<file path="src/rtl/mbx_pkg.sv">
package mbx_pkg;
  localparam int unsigned AW      = 2;
  localparam int unsigned VLD_BIT = 5;
  localparam int unsigned ERR_BIT = 6;

  typedef enum logic [AW-1:0] {
    REG_REQ_CMD  = 2'd0,
    REG_REQ_ARG  = 2'd1,
    REG_RSP_CODE = 2'd2,
    REG_RSP_DATA = 2'd3
  } mbx_reg_e;

  function automatic logic reg_hit(input logic we, input logic [AW-1:0] a,
                                   input mbx_reg_e r);
    return we && (a == AW'(r));
  endfunction
endpackage

</file>
<file path="src/rtl/mbx_flag.sv">
module mbx_flag (
  input  logic clk,
  input  logic rst_n,
  input  logic set,
  input  logic clr,
  output logic q
);
  always_ff @(posedge clk) begin
    if (!rst_n)   q <= 1'b0;
    else if (set) q <= 1'b1;
    else if (clr) q <= 1'b0;
  end

  AST_SET_WINS: assert property (@(posedge clk) disable iff (!rst_n)
    set |=> q);
  AST_CLEAR_TAKES: assert property (@(posedge clk) disable iff (!rst_n)
    (clr && !set) |=> !q);
  AST_FLAG_HOLDS: assert property (@(posedge clk) disable iff (!rst_n)
    (!clr && !set) |=> $stable(q));
endmodule

</file>
<file path="src/rtl/mbx_field.sv">
module mbx_field #(
  parameter int unsigned W = 16
) (
  input  logic         clk,
  input  logic         rst_n,
  input  logic         load,
  input  logic [W-1:0] d,
  output logic [W-1:0] q
);
  always_ff @(posedge clk) begin
    if (!rst_n)    q <= '0;
    else if (load) q <= d;
  end

  AST_FIELD_KEEPS: assert property (@(posedge clk) disable iff (!rst_n)
    !load |=> $stable(q));
endmodule

</file>
<file path="src/rtl/mbx_rd_mux.sv">
module mbx_rd_mux
  import mbx_pkg::*;
#(
  parameter int unsigned DW = 16,
  parameter int unsigned CW = 5
) (
  input  logic [AW-1:0] addr,
  input  logic [CW-1:0] req_code,
  input  logic          req_vld,
  input  logic          req_err,
  input  logic [DW-1:0] req_arg,
  input  logic [CW-1:0] rsp_code,
  input  logic          rsp_vld,
  input  logic [DW-1:0] rsp_data,
  output logic [DW-1:0] rdata
);
  function automatic logic [DW-1:0] ctrl_word(input logic [CW-1:0] code,
                                              input logic vld, input logic err);
    logic [DW-1:0] w;
    w = '0;
    w[CW-1:0]  = code;
    w[VLD_BIT] = vld;
    w[ERR_BIT] = err;
    return w;
  endfunction

  always_comb begin
    unique case (addr)
      AW'(REG_REQ_CMD):  rdata = ctrl_word(req_code, req_vld, req_err);
      AW'(REG_REQ_ARG):  rdata = req_arg;
      AW'(REG_RSP_CODE): rdata = ctrl_word(rsp_code, rsp_vld, 1'b0);
      default:           rdata = rsp_data;
    endcase
  end
endmodule

</file>
<file path="src/rtl/mbx_mailbox.sv">
module mbx_mailbox
  import mbx_pkg::*;
#(
  parameter int unsigned DW = 16,
  parameter int unsigned CW = 5
) (
  input  logic          clk,
  input  logic          rst_n,
  input  logic          rq_we,
  input  logic [1:0]    rq_addr,
  input  logic [DW-1:0] rq_wdata,
  output logic [DW-1:0] rq_rdata,
  output logic          rq_alert,
  input  logic          sv_we,
  input  logic [1:0]    sv_addr,
  input  logic [DW-1:0] sv_wdata,
  output logic [DW-1:0] sv_rdata,
  output logic          sv_alert
);
  localparam int unsigned NPORT = 2;

  // stored state
  logic          req_vld, req_err, rsp_vld;
  logic [CW-1:0] req_code, rsp_code;
  logic [DW-1:0] req_arg, rsp_data;

  // named write events
  logic rq_cmd_wr, rq_post, req_accept, req_reject, err_clear, req_release;
  logic arg_load, rsp_code_wr, rsp_post, rsp_ack, rsp_data_load;

  assign rq_cmd_wr     = reg_hit(rq_we, rq_addr, REG_REQ_CMD);
  assign rq_post       = rq_cmd_wr && rq_wdata[VLD_BIT];
  assign req_accept    = rq_post && !req_vld;
  assign req_reject    = rq_post && req_vld;
  assign err_clear     = rq_cmd_wr && rq_wdata[ERR_BIT];
  assign req_release   = reg_hit(sv_we, sv_addr, REG_REQ_CMD) && !sv_wdata[VLD_BIT];
  assign arg_load      = reg_hit(rq_we, rq_addr, REG_REQ_ARG) && !req_vld;
  assign rsp_code_wr   = reg_hit(sv_we, sv_addr, REG_RSP_CODE);
  assign rsp_post      = rsp_code_wr && sv_wdata[VLD_BIT];
  assign rsp_ack       = reg_hit(rq_we, rq_addr, REG_RSP_CODE) && !rq_wdata[VLD_BIT];
  assign rsp_data_load = reg_hit(sv_we, sv_addr, REG_RSP_DATA);

  mbx_flag u_req_vld (.clk, .rst_n, .set(req_accept), .clr(req_release), .q(req_vld));
  mbx_flag u_req_err (.clk, .rst_n, .set(req_reject), .clr(err_clear),   .q(req_err));
  mbx_flag u_rsp_vld (.clk, .rst_n, .set(rsp_post),   .clr(rsp_ack),     .q(rsp_vld));

  mbx_field #(.W(CW)) u_req_code (.clk, .rst_n, .load(req_accept),
                                  .d(rq_wdata[CW-1:0]), .q(req_code));
  mbx_field #(.W(DW)) u_req_arg  (.clk, .rst_n, .load(arg_load),
                                  .d(rq_wdata), .q(req_arg));
  mbx_field #(.W(CW)) u_rsp_code (.clk, .rst_n, .load(rsp_code_wr),
                                  .d(sv_wdata[CW-1:0]), .q(rsp_code));
  mbx_field #(.W(DW)) u_rsp_data (.clk, .rst_n, .load(rsp_data_load),
                                  .d(sv_wdata), .q(rsp_data));

  // one read mux per port
  logic [AW-1:0] rd_addr [NPORT];
  logic [DW-1:0] rd_data [NPORT];
  assign rd_addr[0] = rq_addr;
  assign rd_addr[1] = sv_addr;

  for (genvar p = 0; p < NPORT; p++) begin : g_rd
    mbx_rd_mux #(.DW(DW), .CW(CW)) u_mux (
      .addr(rd_addr[p]), .req_code, .req_vld, .req_err, .req_arg,
      .rsp_code, .rsp_vld, .rsp_data, .rdata(rd_data[p]));
  end

  assign rq_rdata = rd_data[0];
  assign sv_rdata = rd_data[1];
  assign rq_alert = rsp_vld;
  assign sv_alert = req_vld;

  AST_REQ_ALERT_CAUSE: assert property (@(posedge clk) disable iff (!rst_n)
    $rose(sv_alert) |-> $past(rq_we && rq_addr == 2'd0 && rq_wdata[VLD_BIT]));
  AST_RSP_ALERT_CAUSE: assert property (@(posedge clk) disable iff (!rst_n)
    $rose(rq_alert) |-> $past(sv_we && sv_addr == 2'd2 && sv_wdata[VLD_BIT]));
  AST_BUSY_POST_ERR: assert property (@(posedge clk) disable iff (!rst_n)
    (sv_alert && rq_we && rq_addr == 2'd0 && rq_wdata[VLD_BIT]) |=> req_err);
  AST_BUSY_CODE_KEPT: assert property (@(posedge clk) disable iff (!rst_n)
    (sv_alert && rq_we && rq_addr == 2'd0) |=> $stable(req_code));
  AST_ARG_LOCKED: assert property (@(posedge clk) disable iff (!rst_n)
    sv_alert |=> $stable(req_arg));
  AST_RSP_DATA_OWNER: assert property (@(posedge clk) disable iff (!rst_n)
    !(sv_we && sv_addr == 2'd3) |=> $stable(rsp_data));
  AST_PORTS_AGREE: assert property (@(posedge clk) disable iff (!rst_n)
    (rq_addr == sv_addr) |-> (rq_rdata == sv_rdata));
endmodule

</file>
<file path="config.mk">
export PLATFORM = sky130hd
export DESIGN_NAME = mbx_mailbox
export DESIGN_NICKNAME = d
export VERILOG_FILES = /design/src/rtl/mbx_pkg.sv /design/src/rtl/mbx_flag.sv /design/src/rtl/mbx_field.sv /design/src/rtl/mbx_rd_mux.sv /design/src/rtl/mbx_mailbox.sv
export SDC_FILE = /design/constraint.sdc
export NUM_CORES = 1
export LEC_CHECK = 0
export ABC_AREA = 1
export BUFFER_PORTS_ARGS = -buffer_cell sky130_fd_sc_hd__clkbuf_2
export CELL_PAD_IN_SITES_DETAIL_PLACEMENT = 1
export CELL_PAD_IN_SITES_GLOBAL_PLACEMENT = 2
export CORE_MARGIN = 1.5
export CORE_UTILIZATION = 24
export CTS_CLUSTER_DIAMETER = 40
export DETAILED_ROUTE_END_ITERATION = 8
export PLACE_DENSITY_LB_ADDON = 0.25
export REMOVE_ABC_BUFFERS = 1
export SLEW_MARGIN = 10
export SYNTH_ARGS = -nofsm -noshare
export SYNTH_HDL_FRONTEND = slang
export SYNTH_SLANG_ARGS = --single-unit
</file>
<file path="constraint.sdc">
create_clock -name clk -period 1.05 [get_ports clk]
set_input_delay 0.21 -clock clk [delete_from_list [all_inputs] [get_ports clk]]
set_output_delay 0.21 -clock clk [all_outputs]
set_load 0.03 [all_outputs]
</file>
==> run_results.csv <==
group,metric,value,unit
critical_path,cp_slowest_cell,"dfxtp_2",
status,violations,"negative setup slack",
synth,synth-edff-count,0,
synth,netlist_instances,320,
grt,grt_overflow,0,
power_and_ir_drop,p_sw,1.316,mW
synth,synth_largest_area_cell,"dfxtp_1",
critical_path,path_max_fanout,2,
critical_path,max_stage_delay,340,ps
power_and_ir_drop,seqPwrFrac,0.431,
timing,setup_viol,47,
power_and_ir_drop,irDropWorstVdd,0.4895,mV
drt,drt_first_pass_iters,6,
synth,avgSynthCellArea,6.878,µm²
critical_path,worstPathCellList,"buf_6 > nand2_2 > nand4_1 > clkbuf_8",
synth,synth_area,0.002201,mm²
drt,wl,8.777,mm
synth,ys_top_cells_by_area,"dfxtp_1 (41%), nand2_1 (11%), nor2_1 (9.9%), inv_1 (6.3%), o21ai_1 (5.5%)",
clock_tree,cts_hold_buf,0,
timing,relSlewSlack,0.8280,
min_path,min_path_type,"in -> reg",
die,die-area,0.009754,mm²
synth,yosysSeqAreaShare,0.4093,
placed_design,place_congestion,0.8185,
power_and_ir_drop,power_density,1097,mW/mm²
synth,async_reset_ff_frac,0,
timing,rsz0062_at_grt,"true",
die,die_h,98.76,µm
clock_tree,tritoncts,"yes",
drt,drc,0,
clock_tree,clkSinkCount,45,
synth,yosysMostFrequentCell,"nand2_1",
critical_path,required,840,ps
timing,worst_pin_slew,257.4,ps
synth,ys_warn_count,0,
placed_design,io_buffers,73,
die,io_pins,74,
critical_path,path_class,"reg -> out",
clock_tree,htree_levels,2,
critical_path,crit_path_end_kind,"output port",
grt,grt_max_degree,32,
grt,grt_pass1_vias,2584,
cells_and_area,diodes,0,
die,coreArea,0.008806,mm²
power_and_ir_drop,p_comb_frac,0.254,
synth,netlist.area_leader.share,0.4093,
critical_path,worst-path-buf-inv,2,
timing,hold_ws,137.5,ps
synth,ys_ff_latch,45,
synth,ys.flop_type,"dfxtp_1",
timing,skew,8.809,ps
grt,antenna_found_initial,0,
cells_and_area,final_cell_area,0.003938,mm²
critical_path,crit_family,"flip-flops",
timing,finalCritPeriodShare,1.279,
placed_design,place_area,0.002925,mm²
clock_tree,cts_buffers,5,
drt,wl_met3,289,µm
die,num_rows,34,
cells_and_area,layoutNonFillerInstCount,541,
drt,top_layer_used,"met4",
drt,routedWlPerCell,16.22,µm
status,outcome,"finished, violations left",
clock_tree,clk_pin_slew,90,ps
drt,vias_per_cell,4.789,
drt,drt-initial-drc-count,110,
die,start_util,0.2499,
grt,grt_util_all_layers,0.1775,
power_and_ir_drop,clkPwrFrac,0.314,
clock_tree,clkLatencyLatePin,310,ps
die,dieWidth,98.76,µm
timing,setup_slack,-292.6,ps
cells_and_area,layout-area-overhead-vs-synth,78.91,%
cells_and_area,nNetsFinal,472,
timing,fmax,0.7448,GHz
power_and_ir_drop,finalPower,4.320,mW
power_and_ir_drop,p_int,3.004,mW
grt,grt_pass1_wl,13.59,mm
synth,yosys-top-cells-count,"nand2_1 (66), nor2_1 (58), dfxtp_1 (45)",
power_and_ir_drop,p_leak,1.628,nW
drt,met2_length,4.200,mm
cells_and_area,drive_gt1_frac,0.5912,
clock_tree,clk_path_buf_depth,2,
drt,routed-via-count,2591,
drt,antenna_left,0,
timing,drv_slew,0,
critical_path,start_kind,"flop",
timing,hold_viol,0,
run,max_cap_violations,0,
critical_path,worstPathArrival,1130,ps
power_and_ir_drop,swShare,0.3046,
placed_design,dpl.cell_count,517,
clock_tree,cts-root-buf,"clkbuf_8",
synth,synth.distinct_cells,25,
drt,drt-met1-wl,4.066,mm
timing,fin_crit,1343,ps
placed_design,post-dp-hpwl,5.938,mm
==> per-layer routing <==
| layer | track usage | vias to the layer above |
|---|---|---|
| met1 | 0.2403 | 1244 |
| met5 | 0 | - |
| li1 | - | 1271 |
| met2 | 0.2881 | 60 |
| met4 | 0.06484 | 0 |
| met3 | 0.02482 | 16 |
==> flip-flops by register name, summed over array words and instances, names as in the netlist <==
name	cells
u_req_arg.q	16
u_req_code.q	5
u_req_err.q	1
u_req_vld.q	1
u_rsp_code.q	5
u_rsp_data.q	16
u_rsp_vld.q	1
==> power by group through the flow <==
stage | clock network, mW | registers (mW) | logic [mW]
after global placement | 0 | 1.88 | 0.770
after detailed placement | 0 | 1.88 | 0.781
after floorplan | 0 | 1.87 | 0.396
final | 1.36 | 1.86 | 1.10
after CTS | 1.39 | 1.86 | 0.978
after global routing | 1.45 | 1.87 | 1.18
==> worst paths after layout <==
kind	startpoint	end	slack, ps	depth (start not counted)
max	u_rsp_data.q[4]	rq_rdata[4]	-290	4
max reg2reg	u_req_vld.q	u_req_code.q[3]	-140	8
min reg2reg	u_req_arg.q[10]	u_req_arg.q[10]	480	2
min	rq_wdata[13]	u_req_arg.q[13]	140	3
==> area by class of cell <==
| cell class | instances | area (µm²) |
|---|---|---|
| sequential | 45 | 953.4 |
| timing repair inverter | 1 | 8.758 |
| clock inverter | 2 | 38.79 |
| multi-input combinational | 222 | 1414 |
| timing repair buffer | 115 | 1122 |
| inverter | 42 | 192.7 |
| tap | 108 | 135.1 |
| fill | 1043 | 4868 |
| clock buffer | 6 | 72.57 |
==> cell usage in the layout, fill, tap and decap left out, types with 2 or more instances in the layout <==
cell type / netlist / layout
o21ai_4: 0 / 2
o22ai_4: 0 / 3
o21ai_1: 24 / 16
nor2_2: 1 / 5
dfxtp_2: 0 / 36
nand2_8: 1 / 3
buf_6: 1 / 23
o21ai_2: 0 / 12
clkbuf_2: 0 / 35
o22ai_2: 0 / 15
o211ai_1: 2 / 2
nand4_1: 8 / 8
o2111ai_4: 0 / 2
inv_1: 37 / 12
inv_2: 3 / 24
o21ai_0: 12 / 6
inv_4: 0 / 3
buf_12: 1 / 7
nand2_2: 1 / 13
buf_8: 0 / 8
nor2_1: 58 / 53
nand3_1: 2 / 2
nand2_4: 1 / 2
clkbuf_8: 0 / 23
nor2_4: 1 / 2
a21oi_1: 19 / 18
inv_8: 1 / 2
dfxtp_4: 0 / 2
nand2_1: 66 / 52
o2111ai_2: 0 / 4
buf_4: 0 / 23
dfxtp_1: 45 / 7
==> worst min-delay path: cells and delay by family <==
kind / cells / cell delay [ps]
and+or+nand+nor: 1 / 60
AOI/OAI and AO/OA: 1 / 50
buffers and inverters: 1 / 90
==> repair_timing <==
action,4_1_cts,5_1_grt
resized for setup,168,87
setup buffers,8,5
pin swaps,39,18
endpoints found under the hold margin,0,0
setup endpoints to repair,53,56
cloned,1,2
==> stage by stage <==
step	util	setup TNS (ps)	setup slack (ps)
floorplan	-	-12170	-260.9
global placement	0.3322	-13390	-306.5
detailed placement	0.3322	-14980	-321.9
CTS	0.4113	-7612	-297.3
global route	0.4471	-9647	-326.8
finish	0.4471	-7499	-292.6
==> kinds of logic (layout without fill, tap and decap cells) <==
family | count (synthesis) | count (layout) | synth area share
AO/OA/AOI/OAI | 81 | 81 | 0.2069
buffers and inverters | 54 | 166 | 0.1109
flip-flops | 45 | 45 | 0.4093
AND/OR/NAND/NOR | 140 | 141 | 0.2729
No activity file was read; power rests on OpenSTA's default activity.
